==> src/rtl/in_resp_pkg.sv <==
package in_resp_pkg;
  typedef enum logic [1:0] {
    RSP_NONE  = 2'd0,
    RSP_DATA  = 2'd1,
    RSP_NAK   = 2'd2,
    RSP_STALL = 2'd3
  } rsp_kind_e;
endpackage

==> src/rtl/in_resp_cfg.sv <==
module in_resp_cfg #(
  parameter int LEN_W = 4,
  parameter int SEL_W = 1,
  localparam int CFG_W = LEN_W + SEL_W + 2
) (
  input  logic             clk_i,
  input  logic             rst_ni,
  input  logic             we_i,
  input  logic [CFG_W-1:0] wdata_i,
  input  logic             tx_clr_i,
  output logic             tog_o,
  output logic [SEL_W-1:0] sel_o,
  output logic             tx_en_o,
  output logic [LEN_W-1:0] size_o
);
  logic             tog_q, tx_q;
  logic [SEL_W-1:0] sel_q;
  logic [LEN_W-1:0] size_q;

  always_ff @(posedge clk_i or negedge rst_ni) begin
    if (!rst_ni) begin
      tog_q  <= 1'b0;
      sel_q  <= '0;
      tx_q   <= 1'b0;
      size_q <= '0;
    end else begin
      if (we_i) begin
        tog_q  <= wdata_i[CFG_W-1];
        sel_q  <= wdata_i[LEN_W+1 +: SEL_W];
        size_q <= wdata_i[LEN_W-1:0];
      end
      // hardware disarm wins over a same-cycle write
      if (tx_clr_i)  tx_q <= 1'b0;
      else if (we_i) tx_q <= wdata_i[LEN_W];
    end
  end

  assign tog_o   = tog_q;
  assign sel_o   = sel_q;
  assign tx_en_o = tx_q;
  assign size_o  = size_q;

  p_tog_sw_only_r4: assert property (@(posedge clk_i) disable iff (!rst_ni)
    !we_i |=> $stable(tog_q));
  p_disarm_r10: assert property (@(posedge clk_i) disable iff (!rst_ni)
    tx_clr_i |=> !tx_q);
endmodule

==> src/rtl/in_resp_decide.sv <==
module in_resp_decide
  import in_resp_pkg::*;
#(
  parameter int NUM_EP    = 2,
  parameter int EP_W      = 4,
  parameter int LEN_W     = 4,
  parameter int SEL_W     = 1,
  parameter int BUF_BYTES = 8
) (
  input  logic [EP_W-1:0]   tok_ep_i,
  input  logic              tog_i,
  input  logic [SEL_W-1:0]  sel_i,
  input  logic              tx_en_i,
  input  logic [LEN_W-1:0]  size_i,
  input  logic              done_i,
  input  logic [NUM_EP-1:0] ep_en_i,
  input  logic [NUM_EP-1:0] ep_stall_i,
  output rsp_kind_e         kind_o,
  output logic              pid_o,
  output logic [LEN_W-1:0]  len_o
);
  localparam logic [LEN_W-1:0] MAX_LEN = LEN_W'(BUF_BYTES);

  logic      [NUM_EP-1:0] ep_hit;
  rsp_kind_e              ep_kind [NUM_EP];

  for (genvar i = 0; i < NUM_EP; i++) begin : g_ep
    assign ep_hit[i] = (tok_ep_i == EP_W'(i + 1));
    always_comb begin
      if (!ep_en_i[i])                                     ep_kind[i] = RSP_NONE;
      else if (ep_stall_i[i])                              ep_kind[i] = RSP_STALL;
      else if (done_i || !tx_en_i || sel_i != SEL_W'(i))   ep_kind[i] = RSP_NAK;
      else                                                 ep_kind[i] = RSP_DATA;
    end
  end

  always_comb begin
    kind_o = RSP_NONE;
    for (int i = 0; i < NUM_EP; i++)
      if (ep_hit[i]) kind_o = ep_kind[i];
  end

  assign pid_o = (kind_o == RSP_DATA) && tog_i;
  assign len_o = (kind_o != RSP_DATA) ? '0 :
                 (size_i > MAX_LEN)   ? MAX_LEN : size_i;

  always_comb begin
    a_len_cap_r9: assert (len_o <= MAX_LEN);
  end
endmodule

==> src/rtl/in_ep_responder.sv <==
module in_ep_responder
  import in_resp_pkg::*;
#(
  parameter int NUM_EP    = 2,
  parameter int EP_W      = 4,
  parameter int LEN_W     = 4,
  parameter int BUF_BYTES = 8,
  localparam int SEL_W    = (NUM_EP > 1) ? $clog2(NUM_EP) : 1,
  localparam int CFG_W    = LEN_W + SEL_W + 2
) (
  input  logic              clk_i,
  input  logic              rst_ni,
  input  logic              cfg_we_i,
  input  logic [CFG_W-1:0]  cfg_wdata_i,
  output logic [CFG_W-1:0]  cfg_o,
  input  logic              done_clr_i,
  output logic              done_o,
  input  logic [NUM_EP-1:0] ep_en_i,
  input  logic [NUM_EP-1:0] ep_stall_i,
  input  logic              tok_vld_i,
  input  logic [EP_W-1:0]   tok_ep_i,
  output logic              rsp_vld_o,
  output logic [1:0]        rsp_kind_o,
  output logic              rsp_pid_o,
  output logic [LEN_W-1:0]  rsp_len_o
);
  logic             tog, tx_en, send;
  logic [SEL_W-1:0] sel;
  logic [LEN_W-1:0] size, d_len, len_q;
  rsp_kind_e        d_kind, kind_q;
  logic             d_pid, pid_q, vld_q, done_q;

  in_resp_cfg #(.LEN_W(LEN_W), .SEL_W(SEL_W)) u_cfg (
    .clk_i, .rst_ni,
    .we_i(cfg_we_i), .wdata_i(cfg_wdata_i), .tx_clr_i(send),
    .tog_o(tog), .sel_o(sel), .tx_en_o(tx_en), .size_o(size)
  );

  in_resp_decide #(
    .NUM_EP(NUM_EP), .EP_W(EP_W), .LEN_W(LEN_W),
    .SEL_W(SEL_W), .BUF_BYTES(BUF_BYTES)
  ) u_dec (
    .tok_ep_i, .tog_i(tog), .sel_i(sel), .tx_en_i(tx_en), .size_i(size),
    .done_i(done_q), .ep_en_i, .ep_stall_i,
    .kind_o(d_kind), .pid_o(d_pid), .len_o(d_len)
  );

  assign send = tok_vld_i && (d_kind == RSP_DATA);

  always_ff @(posedge clk_i or negedge rst_ni) begin
    if (!rst_ni) begin
      vld_q  <= 1'b0;
      kind_q <= RSP_NONE;
      pid_q  <= 1'b0;
      len_q  <= '0;
      done_q <= 1'b0;
    end else begin
      vld_q <= tok_vld_i;
      if (tok_vld_i) begin
        kind_q <= d_kind;
        pid_q  <= d_pid;
        len_q  <= d_len;
      end
      if (send)            done_q <= 1'b1;
      else if (done_clr_i) done_q <= 1'b0;
    end
  end

  assign cfg_o      = {tog, sel, tx_en, size};
  assign done_o     = done_q;
  assign rsp_vld_o  = vld_q;
  assign rsp_kind_o = kind_q;
  assign rsp_pid_o  = pid_q;
  assign rsp_len_o  = len_q;

  p_one_shot_r2: assert property (@(posedge clk_i) disable iff (!rst_ni)
    tok_vld_i |=> rsp_vld_o);
  p_quiet_r2: assert property (@(posedge clk_i) disable iff (!rst_ni)
    !tok_vld_i |=> !rsp_vld_o);
  p_stall_wins_r7: assert property (@(posedge clk_i) disable iff (!rst_ni)
    (tok_vld_i && tok_ep_i == EP_W'(1) && ep_en_i[0] && ep_stall_i[0])
    |=> rsp_kind_o == 2'(RSP_STALL));
  p_wrong_sel_r5: assert property (@(posedge clk_i) disable iff (!rst_ni)
    (tok_vld_i && tok_ep_i == EP_W'(2) && ep_en_i[1] && !ep_stall_i[1]
     && tx_en && !done_q && sel == '0)
    |=> rsp_kind_o == 2'(RSP_NAK));
  p_data_arms_done_r10: assert property (@(posedge clk_i) disable iff (!rst_ni)
    (rsp_vld_o && rsp_kind_o == 2'(RSP_DATA)) |-> (done_o && !tx_en));
  p_toggle_pid_r3: assert property (@(posedge clk_i) disable iff (!rst_ni)
    (tok_vld_i && d_kind == RSP_DATA) |=> rsp_pid_o == $past(tog));
endmodule

==> config.mk <==
export PLATFORM = sky130hd
export DESIGN_NAME = in_ep_responder
export DESIGN_NICKNAME = d
export VERILOG_FILES = /design/src/rtl/in_resp_pkg.sv /design/src/rtl/in_resp_cfg.sv /design/src/rtl/in_resp_decide.sv /design/src/rtl/in_ep_responder.sv
export SDC_FILE = /design/constraint.sdc
export NUM_CORES = 1
export LEC_CHECK = 0
export BUFFER_PORTS_ARGS = -buffer_cell sky130_fd_sc_hd__buf_2
export CORE_MARGIN = 2
export CORE_UTILIZATION = 28
export DETAILED_ROUTE_END_ITERATION = 8
export PLACE_DENSITY = 0.66
export SETUP_SLACK_MARGIN = 0.4
export SYNTH_ARGS = -nofsm -noshare
export SYNTH_HDL_FRONTEND = slang
export SYNTH_SLANG_ARGS = --single-unit
==> constraint.sdc <==
create_clock -name clk_i -period 1.5 [get_ports clk_i]
set_input_delay 0.3 -clock clk_i [delete_from_list [all_inputs] [get_ports clk_i]]
set_output_delay 0.3 -clock clk_i [all_outputs]
set_load 0.02 [all_outputs]
=== After elaboration in Yosys (flattened, before gate mapping) ===
Cells that the tools add are included.

* Flip-flop bits (word level): 16
* Output and inout port bits: 16

* $lt $le $gt $ge: 1
* Eq/ne operators: 4
* Mux-type cells: 14
* Bitwise gates (word level): 1
* Reduce and logical (&&, ||, !) cells: 8

{| class="wikitable"
|+ Operators with widths
! cell !! number
|-
| $mux W2 || 8
|-
| $mux W4 || 2
|-
| $eq A4 B1 Y1 const B || 1
|-
| $eq A4 B2 Y1 const B || 1
|-
| $gt A4 B4 Y1 const B || 1
|-
| $mux W1 || 4
|-
| $reduce_bool A2 Y1 || 2
|-
| $logic_or A1 B1 Y1 || 3
|-
| $eq A2 B1 Y1 const B || 1
|-
| $logic_and A1 B1 Y1 || 2
|-
| $ne A2 B1 Y1 const B || 1
|-
| $logic_not A1 Y1 || 1
|-
| $not A1 Y1 || 1
|}

=== Longest topological paths before layout ===
Gate-level depths: netlist of run 1.

* Depth in word-level cells: 11
* Mapped depth: 4
* Depth with buffers taken out: 4

=== Hierarchy ===
Synthesis of run 1 repeated with hierarchy kept, for this count alone.

* Cells, all modules: 68
* Area total of the unflattened synthesis: 842.1 µm²

{| class="wikitable"
|+ Modules (own cells, without submodules)
! module !! instances !! cells an instance !! area an instance (µm²) !! sequential area each (µm²)
|-
| in_ep_responder || 1 || 25 || 375.4 || 225.2
|-
| in_resp_cfg || 1 || 16 || 290.3 || 175.2
|-
| in_resp_decide || 1 || 27 || 176.4 || 0.0
|}

=== Worst setup path after synthesis of run 1 ===
Ideal clock, no wire load.

* Path kind: register to register
* Start point: reg done_q (netlist: done_o)
* End point: reg len_q[3] (netlist: rsp_len_o[3])
* Setup time: 0.122 ns
* Arrival time: 1.453 ns
* Required time: 1.378 ns
* Slack: -0.075 ns
* Stages on the path, launching flop included: 5
* Path buffers: 0
* Period minus slack after synthesis: 1.575 ns
* Path through: dfrtp_1 -> nor4b_1 -> or4b_1 -> o211a_2 -> a32o_1

* Word-level cells in the longest chain between the ends: 9

{| class="wikitable"
|+ Ends and longest elaborated chain
! item !! RTL line !! source
|-
| from (decl) || in_ep_responder.sv:31 || <nowiki>logic d_pid, pid_q, vld_q, done_q;</nowiki>
|-
| from (signal assigned) || in_ep_responder.sv:56 || <nowiki>done_q <= 1'b0;</nowiki>
|-
| from (signal assigned) || in_ep_responder.sv:64 || <nowiki>if (send) done_q <= 1'b1;</nowiki>
|-
| from (signal assigned) || in_ep_responder.sv:65 || <nowiki>else if (done_clr_i) done_q <= 1'b0;</nowiki>
|-
| $logic_or A1 B1 Y1 * || in_resp_decide.sv:32 || <nowiki>else if (done_i || !tx_en_i || sel_i != SEL_W'(i)) ep_kind[i] = RSP_NAK;</nowiki>
|-
| $logic_or A1 B1 Y1 || in_resp_decide.sv:32 ||
|-
| $mux W2 || in_resp_decide.sv:32 ||
|-
| $mux W2 || in_resp_decide.sv:31 || <nowiki>else if (ep_stall_i[i]) ep_kind[i] = RSP_STALL;</nowiki>
|-
| $mux W2 || in_resp_decide.sv:30 || <nowiki>if (!ep_en_i[i]) ep_kind[i] = RSP_NONE;</nowiki>
|-
| $mux W2 || in_resp_decide.sv:40 || <nowiki>if (ep_hit[i]) kind_o = ep_kind[i];</nowiki>
|-
| $mux W2 * || in_resp_decide.sv:40 ||
|-
| $ne A2 B1 Y1 * || in_resp_decide.sv:44 || <nowiki>assign len_o = (kind_o != RSP_DATA) ? '0 :</nowiki>
|-
| $mux W4 * || in_resp_decide.sv:44 ||
|-
| to (signal assigned) || in_ep_responder.sv:62 || <nowiki>len_q <= d_len;</nowiki>
|-
| to (decl) || in_ep_responder.sv:29 || <nowiki>logic [LEN_W-1:0] size, d_len, len_q;</nowiki>
|}

Every way passes the cells marked *; elsewhere a longest branch is shown, timed or not.
A chain may end at the register's enable or synchronous reset.

=== Worst setup path in the final report of run 1 ===
* Start point: reg u_cfg.tx_q (netlist: u_cfg.tx_en_o)
* End point: reg len_q[2] (netlist: rsp_len_o[2])

* Word-level cells in the longest chain between the ends: 10

{| class="wikitable"
|+ Ends and longest elaborated chain
! item !! RTL line !! source
|-
| from (decl) || in_resp_cfg.sv:16 || <nowiki>logic tog_q, tx_q;</nowiki>
|-
| from (signal assigned) || in_resp_cfg.sv:34 || <nowiki>else if (we_i) tx_q <= wdata_i[LEN_W];</nowiki>
|-
| $logic_not A1 Y1 * || in_resp_decide.sv:32 ||
|-
| $logic_or A1 B1 Y1 * || in_resp_decide.sv:32 ||
|-
| $logic_or A1 B1 Y1 || in_resp_decide.sv:32 ||
|-
| $mux W2 || in_resp_decide.sv:32 ||
|-
| $mux W2 || in_resp_decide.sv:31 ||
|-
| $mux W2 || in_resp_decide.sv:30 ||
|-
| $mux W2 || in_resp_decide.sv:40 ||
|-
| $mux W2 * || in_resp_decide.sv:40 ||
|-
| $ne A2 B1 Y1 * || in_resp_decide.sv:44 ||
|-
| $mux W4 * || in_resp_decide.sv:44 ||
|}

Marks and branches as above.

==> results of run 1 <==
[power groups by stage]
stage	sequential (µW)	combinational, µW	clock [µW]
final	478	265	232
after global routing	483	285	263
after CTS	478	258	247
after detailed placement	485	180	0
after global placement	483	176	0
after floorplan	507	80.7	0
[state kept, by name, summed over array words and instances, names as in the netlist]
signal	count
u_cfg.tog_o	1
u_cfg.sel_o	1
done_o	1
u_cfg.size_o	4
rsp_pid_o	1
rsp_kind_o	2
rsp_len_o	4
rsp_vld_o	1
u_cfg.tx_en_o	1
[Yosys cell counts, types with 2 or more instances]
cell / number
sky130_fd_sc_hd__a32o_1: 5
sky130_fd_sc_hd__buf_4: 3
sky130_fd_sc_hd__dfrtp_1: 16
sky130_fd_sc_hd__inv_1: 2
sky130_fd_sc_hd__mux2_2: 7
sky130_fd_sc_hd__nor2_1: 3
sky130_fd_sc_hd__nor2b_1: 3
[path summary, 6_finish.rpt]
check	slack [ns]	end	cells after the start
worst min-delay path	0.18	done_o$_DFFE_PN0P_	2
min in group asynchronous	0.45	u_cfg.sel_o$_DFFE_PN0P_	2
worst max-delay path	-0.09	rsp_len_o[2]$_DFFE_PN0P_	4
max in group asynchronous	0.77	done_o$_DFFE_PN0P_	2
worst min register to register	0.52	rsp_len_o[1]$_DFFE_PN0P_	1
worst max register to register	-0.09	rsp_len_o[2]$_DFFE_PN0P_	4
[final cells by class]
cell class	count	area share, %
clock buffer	4	2.18
inverter	2	0.622
multi-input combinational	32	26.3
timing repair buffer	52	34.5
sequential	16	33.3
tap	30	3.11
[routing by layer]
| layer | track usage (%) | routed length (µm) |
|---|---|---|
| met1 | 14.5 | 751 |
| met5 | 0 | 0 |
| met4 | 5.00 | 12 |
| met2 | 24.5 | 906 |
| met3 | 4.92 | 142 |
[what timing repair did]
item                                    CTS  global route
pin swaps                                 6             3
cloned                                    0             0
resized for setup                        39             4
hold endpoints to repair                 16             0
endpoints found under the setup margin   25            25
setup buffers                            10             2
hold buffers                              1             0
[kinds of logic after synthesis]
| family | after synthesis |
|---|---|
| buffers and inverters | 6 |
| AO/OA/AOI/OAI | 11 |
| multiplexers | 8 |
| AND/OR/NAND/NOR | 13 |
| flip-flops | 16 |
[cell usage in the layout (no fill, tap or decap)]
cell	n
sky130_fd_sc_hd__a21oi_2	1
sky130_fd_sc_hd__nor2_4	1
sky130_fd_sc_hd__inv_1	2
sky130_fd_sc_hd__nor4b_4	1
sky130_fd_sc_hd__nor2b_1	3
sky130_fd_sc_hd__nand2_1	1
sky130_fd_sc_hd__buf_4	13
sky130_fd_sc_hd__a31oi_1	1
sky130_fd_sc_hd__dfrtp_2	1
sky130_fd_sc_hd__nand4b_1	1
sky130_fd_sc_hd__nor2_1	2
sky130_fd_sc_hd__nor3b_2	1
sky130_fd_sc_hd__o21ba_2	1
sky130_fd_sc_hd__o22ai_2	1
sky130_fd_sc_hd__dlygate4sd3_1	1
sky130_fd_sc_hd__clkbuf_4	3
sky130_fd_sc_hd__buf_6	19
sky130_fd_sc_hd__o2bb2ai_1	1
sky130_fd_sc_hd__a32o_1	5
sky130_fd_sc_hd__or2b_1	1
sky130_fd_sc_hd__or4_1	1
sky130_fd_sc_hd__buf_2	19
sky130_fd_sc_hd__mux2i_1	1
sky130_fd_sc_hd__mux2_2	7
sky130_fd_sc_hd__or4b_4	1
sky130_fd_sc_hd__dfrtp_1	15
sky130_fd_sc_hd__o211a_4	1
sky130_fd_sc_hd__clkbuf_1	1
[through the flow]
step | std cells | setup WS [ns] | area (µm²) | total power, µW
floorplan | 54 | -0.0638 | 711 | 588
global placement | 119 | -0.0530 | 927 | 659
detailed placement | 119 | -0.0971 | 927 | 665
CTS | 134 | -0.111 | 1170 | 983
global route | 136 | -0.140 | 1210 | 1030
finish | 136 | -0.0897 | 1210 | 974
==> results.txt, run 1 <==
* Min cycle time layout: 1.59 ns
- The floorplan step defined a core boundary enclosing 2430 µm².
- Category of the worst setup path capture point: register
- The die covers 2950 µm².
- After global routing the overflow that remains totals 0.
- Final Skew: 0.00494 ns
- Yosys printed 0 warnings.
* Adder-cell share of the synthesized area: 0%
- The analysis attributes to net switching a power of 265 µW.
* Critical setup path kind: register to register
- The wire-length estimate of the detail-placed layout is 1210 µm.
- The die is 54.3 µm wide.
- Peak Freq: 629 MHz
* Antenna-violating nets left: 0
* Post-Syn Instances: 54
- Number of synthesized flops with an enable pin: 0
- Vias: 639
- Part of the power in the clock network: 23.8%
* Min-Delay Startpoint: done_clr_i
- At the pin with the least slew margin, the transition time is 0.366 ns.
- Along the worst path, the maximum fanout reaches 7.
- Fin crit share: 106%
- The number of antenna violations at the first check in global routing came to 0.
* Worst hold path type: input pin to register
- For this run, asynchronously set or reset flops after synthesis account for 100%.
- Number of setup violations in the final report: 7
- Post-synth cell types: 22
- Wire length of the first global-routing pass: 2770 µm
* Clock insertion delay at the later pin of the skew report: 0.29 ns
- Routed wire length per instance: 13.3 µm
* Clock tree buffer depth: 2
- Ranking of synthesized cells by area: sky130_fd_sc_hd__dfrtp_1, sky130_fd_sc_hd__mux2_2, sky130_fd_sc_hd__a32o_1
- In the routed design, unresolved DRC markers number 0.
- Clk pin slew, worst setup/hold paths: 0.09 ns
- Leakage component of the power: 0.000579 µW
- Multi-input logic area: 318 µm²
- The final hold violation count was 0.
* Via/cell ratio: 4.70
- Across the whole layout, storage elements account for 402 µm².
- Number of global-route vias before repair: 637
- Switching portion of total power: 27.2%
- Layout overhead on the synthesized area: 70.2%
- Crit path max-delay family: simple AND/OR/NAND/NOR gates
- Setup repair after global routing missed its margin: true
* Initial core utilization: 29.2%
- Critical path origin: u_cfg.tx_en_o$_DFFE_PN0P_
- Buffers placed on the I/O ports in this run total 35.
- Synth Area in Compound Gates: 14.5%
- Among all flip-flop cells after synthesis, the most frequent one is sky130_fd_sc_hd__dfrtp_1.
- The number of antenna diodes in the final layout is 0.
- Internal portion of total power: 710 µW
- Number of top-level design ports: 36
* Startpoint class of the critical path: register
* Number of nets at the end of the flow: 127
- Worst Hold Margin: 0.177 ns
* Post-Synthesis Cell Area: 709 µm²
- Final WL: 1810 µm
* CTS tree: built
* Pre-Repair DR Iteration Count: 4
* Max-slew violation count: 0
- Total global-route track usage: 13.6%
- Counting both buffers and inverters, the worst setup path holds a total of 0.
- Chip height: 54.3 µm
- Seq/Total Area, Yosys: 56.4%
- Buffer type at the clock tree root: sky130_fd_sc_hd__clkbuf_4
- Normalized max-slew margin: 75.6%
* Combinational family with the most area after synthesis: compound AO/OA/AOI/OAI gates
* Critical R2R Launch: u_cfg.tx_en_o$_DFFE_PN0P_
- Std-Cell Rows: 18
- Result of the run: complete, but fails checks
- Cell with the largest stage delay on the worst path: sky130_fd_sc_hd__or4b_4
- Syn_nets: 74
- Data required time at the worst endpoint: 1.67 ns
- The share of synthesized area in the top cell type comes to 56.4%.
- TritonCTS created 3 clock buffers.
- The filler cells instantiated in the layout total 245.
* Power per unit of standard cell area: 807 nW/µm²
* Number of DRC markers in iteration 0: 7
- Peak VDD IR: 0.000554 V
- H-tree lvl count: 1
- The biggest area contributor in the post-synthesis netlist is sky130_fd_sc_hd__dfrtp_1.
- Placer congestion estimate: 0.657
- Critical Path, Cell by Cell: nor4b_4, or4b_4, o211a_4, a32o_1
- Summing the areas of all xor and xnor instances in the mapped netlist gives 0% of the synthesized area.
- Adding up every negative setup slack in the final design gives -0.448 ns.
- Averaged over all synthesized cells, the footprint is 13.1 µm².
* Violated checks: setup timing
- CTS Sinks: 16
- Reg power frac: 49.0%
* Share of power burned in combinational logic: 27.2%
- Across the run, the number of max-cap violations was 0.
- Cells fill 49.6% of the core in the end.
* Slowest Stage Delay on Critical Path: 0.54 ns
- Ratio of cells with drive above 1 in the final layout: 66.0%
- Number of register bits inferred by synthesis: 16
* Crit path arrival time: 1.76 ns
- In the post-route analysis, the smallest setup slack over all paths is -0.0897 ns.
- Largest net degree at the start of global routing: 17
* Fraction of the mapped netlist area in simple logic gates: 11.8%
* Proportion of synthesized area in mux cells: 12.5%
(Power assumes the default switching activity.)
==> run 2: changes to the inputs <==
--- a/config.mk
+++ b/config.mk
@@ -6,6 +6,7 @@
 export NUM_CORES = 1
 export LEC_CHECK = 0
 export BUFFER_PORTS_ARGS = -buffer_cell sky130_fd_sc_hd__buf_2
+export CORE_ASPECT_RATIO = 1.1
 export CORE_MARGIN = 2
 export CORE_UTILIZATION = 28
 export DETAILED_ROUTE_END_ITERATION = 8
==> run 2 against run 1 <==
Net effect: the flow still finishes with violations (setup timing); sequential share of layout area hardly changed; fmax increased by 0.69%; global-route usage down 0.47 points; cell area increased by 0.31%; utilization decreased by 0.18 points; highest routed layer unchanged; via count shrank 3.4%; non-clock buffer count shrank 3.
==> results.txt, run 2 (same netlist as run 1, synthesis figures left out) <==
* Setup repair after global routing missed its margin: true (unchanged)
* Number of global-route vias before repair: 639 (was 637)
* Measured slew at the worst slew-check pin: 0.351 ns (was 0.366 ns)
* Antenna cell count: 0 (unchanged)
* Startpoint class of the critical path: register (unchanged)
* Final instance area: 1210 µm² (about the same)
- The number of pins with negative max-slew slack in the final report was 0 (unchanged).
- The number of antenna violations at the first check in global routing is 0 (unchanged).
- Normalized max-slew margin: 76.6% (was 75.6%)
- Post-route worst setup slack: -0.0788 ns (was -0.0897 ns)
* Met2 wire length: 899 µm (was 906 µm)
- Category of the worst setup path capture point: register (unchanged)
* Power per unit of standard cell area: 854 nW/µm² (was 807 nW/µm²)
- The reg-to-reg startpoint is u_cfg.tx_en_o$_DFFE_PN0P_ (unchanged).
* Number of nets at the end of the flow: 124 (was 127)
- The number of detailed-routing iterations run before antenna repair came to 3 (was 4).
* Final WL: 1800 µm (was 1810 µm)
* Largest net degree at the start of global routing: 17 (unchanged)
- The setup violation total in the final timing report was 9 (was 7).
* Leakage component of the power: 0.000569 µW (was 0.000579 µW)
- Result of the run: complete, but fails checks (unchanged).
- Destination of the worst hold path: done_o$_DFFE_PN0P_ (unchanged)
- The post-detailed-route DRC marker count came to 0 (unchanged).
- CTS tree: built (unchanged)
- The wire length per cell is 13.4 µm (was 13.3 µm).
- Crit path arrival time: 1.80 ns (was 1.76 ns)
* Vias: 617 (was 639)
* Peak Freq: 633 MHz (was 629 MHz)
- Placer congestion estimate: 0.737 (was 0.657)
* Initial core utilization: 29.0% (was 29.2%)
- The smallest hold slack is 0.172 ns (was 0.177 ns).
- Area inside the core boundary: 2450 µm² (was 2430 µm²)
- The clock sink total came to 16 (unchanged).
* Buffer type at the clock tree root: sky130_fd_sc_hd__clkbuf_4 (unchanged)
- The cell count of the worst reg-to-reg path is 5 (was 4).
- Chip height: 56.8 µm (was 54.3 µm)
- The post-layout total power came to 1030 µW (was 974 µW).
- Total global-route track usage: 13.2% (was 13.6%)
* Number of DRC markers in iteration 0: 7 (unchanged)
- Top layer reached by signal wires: met4 (unchanged)
* Std-Cell Rows: 19 (was 18)
* Placed instance count: 120 (was 119)
* Leading cell types in the layout, fill and taps excluded: sky130_fd_sc_hd__buf_6, sky130_fd_sc_hd__buf_2, sky130_fd_sc_hd__dfrtp_1 (was sky130_fd_sc_hd__buf_2, sky130_fd_sc_hd__buf_6, sky130_fd_sc_hd__dfrtp_1)
- The worst hold path class is input pin to register (unchanged).
- Leaving out fill and tap cells, the most frequent cell in the layout is sky130_fd_sc_hd__buf_6.
- Min cycle time layout: 1.58 ns (was 1.59 ns)
- Met1 Wirelength: 753 µm (was 751 µm)
* H-tree lvl count: 1 (unchanged)
- Number of hold violations in the final report: 0 (unchanged)
- Detailed placer's ending HPWL: 1210 µm (about the same)
* Number of I/O port buffers: 35 (unchanged)
- The fraction of final layout cells sized beyond drive strength 1 came to 68.0% (was 66.0%).
* Final Skew: 0.00281 ns (was 0.00494 ns)
- Clock tree buffer depth: 2 (unchanged)
- The synthesis-to-finish area growth came to 70.7% (was 70.2%).
- The share of the core filled with cells came to 49.5% (was 49.6%).
- The detailed-routed wire length on met3 is 113 µm (was 142 µm).
- Worst hold stages: 2 (unchanged)
- Antenna-violating nets left: 0 (unchanged)
* Number of buffers inserted during clock tree synthesis: 3 (unchanged)
- Overall die area: 2950 µm² (about the same)
* Peak VDD IR: 0.000524 V (was 0.000554 V)
- Number of top-level design ports: 36 (unchanged)
- Fin crit share: 105% (was 106%)
- The average via count per standard cell was 4.60 (was 4.70).
- Data required time at the worst endpoint: 1.72 ns (was 1.67 ns)
- Critical setup path kind: register to register (unchanged)
- Clk pin slew, worst setup/hold paths: 0.09 ns (about the same)
* Number of maximum-capacitance violations: 0 (unchanged)
* Clock insertion delay at the later pin of the skew report: 0.29 ns (about the same)
- Violated checks: setup timing (unchanged).
- The end of the worst register-to-register path is u_cfg.tx_en_o$_DFFE_PN0P_ (was rsp_len_o[2]$_DFFE_PN0P_).
- Area after DPL: 928 µm² (was 927 µm²)
- Die X: 52.0 µm (was 54.3 µm)
- Min-Delay Startpoint: done_clr_i (unchanged)
- Wire length of the first global-routing pass: 2810 µm (was 2770 µm)
- The number of standard cells in the layout, taps in and fillers out was 134 (was 136).
* Reg2Reg Setup Slack: -0.08 ns (was -0.09 ns)
- The leftover overflow at the end of global routing came to 0 (unchanged).
* Filler cell count in the final layout: 228 (was 245)
* Worst Path Max Fanout: 7 (unchanged)
run 2: cell type report:
cell class / count / area (µm²) / share of cell area [%]
Tap cell: 31 / 38.8 / 3.20
Timing Repair Buffer: 49 / 398 / 32.9
Inverter: 2 / 7.51 / 0.620
Sequential cell: 16 / 403 / 33.3
Multi-Input combinational cell: 32 / 328 / 27.1
Clock buffer: 4 / 36.3 / 3.00
run 2: worst max path at each step:
stage	startpoint	to	slack [ns]
floorplan	u_cfg.tx_en_o$_DFFE_PN0P_	rsp_len_o[3]$_DFFE_PN0P_	-0.06
global placement	u_cfg.tx_en_o$_DFFE_PN0P_	rsp_len_o[3]$_DFFE_PN0P_	-0.05
detailed placement	u_cfg.tx_en_o$_DFFE_PN0P_	rsp_pid_o$_DFFE_PN0P_	-0.07
CTS	u_cfg.tx_en_o$_DFFE_PN0P_	rsp_pid_o$_DFFE_PN0P_	-0.09
global route	u_cfg.tx_en_o$_DFFE_PN0P_	u_cfg.tx_en_o$_DFFE_PN0P_	-0.15
finish	u_cfg.tx_en_o$_DFFE_PN0P_	u_cfg.tx_en_o$_DFFE_PN0P_	-0.08
run 2: critical path: stages (launching register included):
cell and delay, ns:
sky130_fd_sc_hd__dfrtp_1 0.40, sky130_fd_sc_hd__nor4b_4 0.13, sky130_fd_sc_hd__or4b_4 0.54, sky130_fd_sc_hd__o211a_4 0.18
sky130_fd_sc_hd__buf_4 0.15, sky130_fd_sc_hd__a21oi_2 0.11
run 2: layer usage:
layer  track usage (%)  up-vias
met1              15.3      286
met5                 0        -
met4              6.77        0
met3              3.46        3
li1                  -      298
met2              21.7       30
run 2: repair_timing:
action	4_1_cts	5_1_grt
pin swaps	2	7
gates resized for setup	39	7
hold endpoints to repair	16	0
setup endpoints to repair	25	25
buffers inserted	9	0
hold buffers	1	0
run 2: power by group:
group / internal, µW / switching (µW)
clock network: 148 / 132
logic: 155 / 119
registers: 458 / 22.0
run 2: metrics by stage:
stage,worst slack [ns],setup TNS [ns]
floorplan,-0.0638,-0.283
global placement,-0.0546,-0.280
detailed placement,-0.0684,-0.358
CTS,-0.0920,-0.546
global route,-0.145,-1.08
finish,-0.0788,-0.535
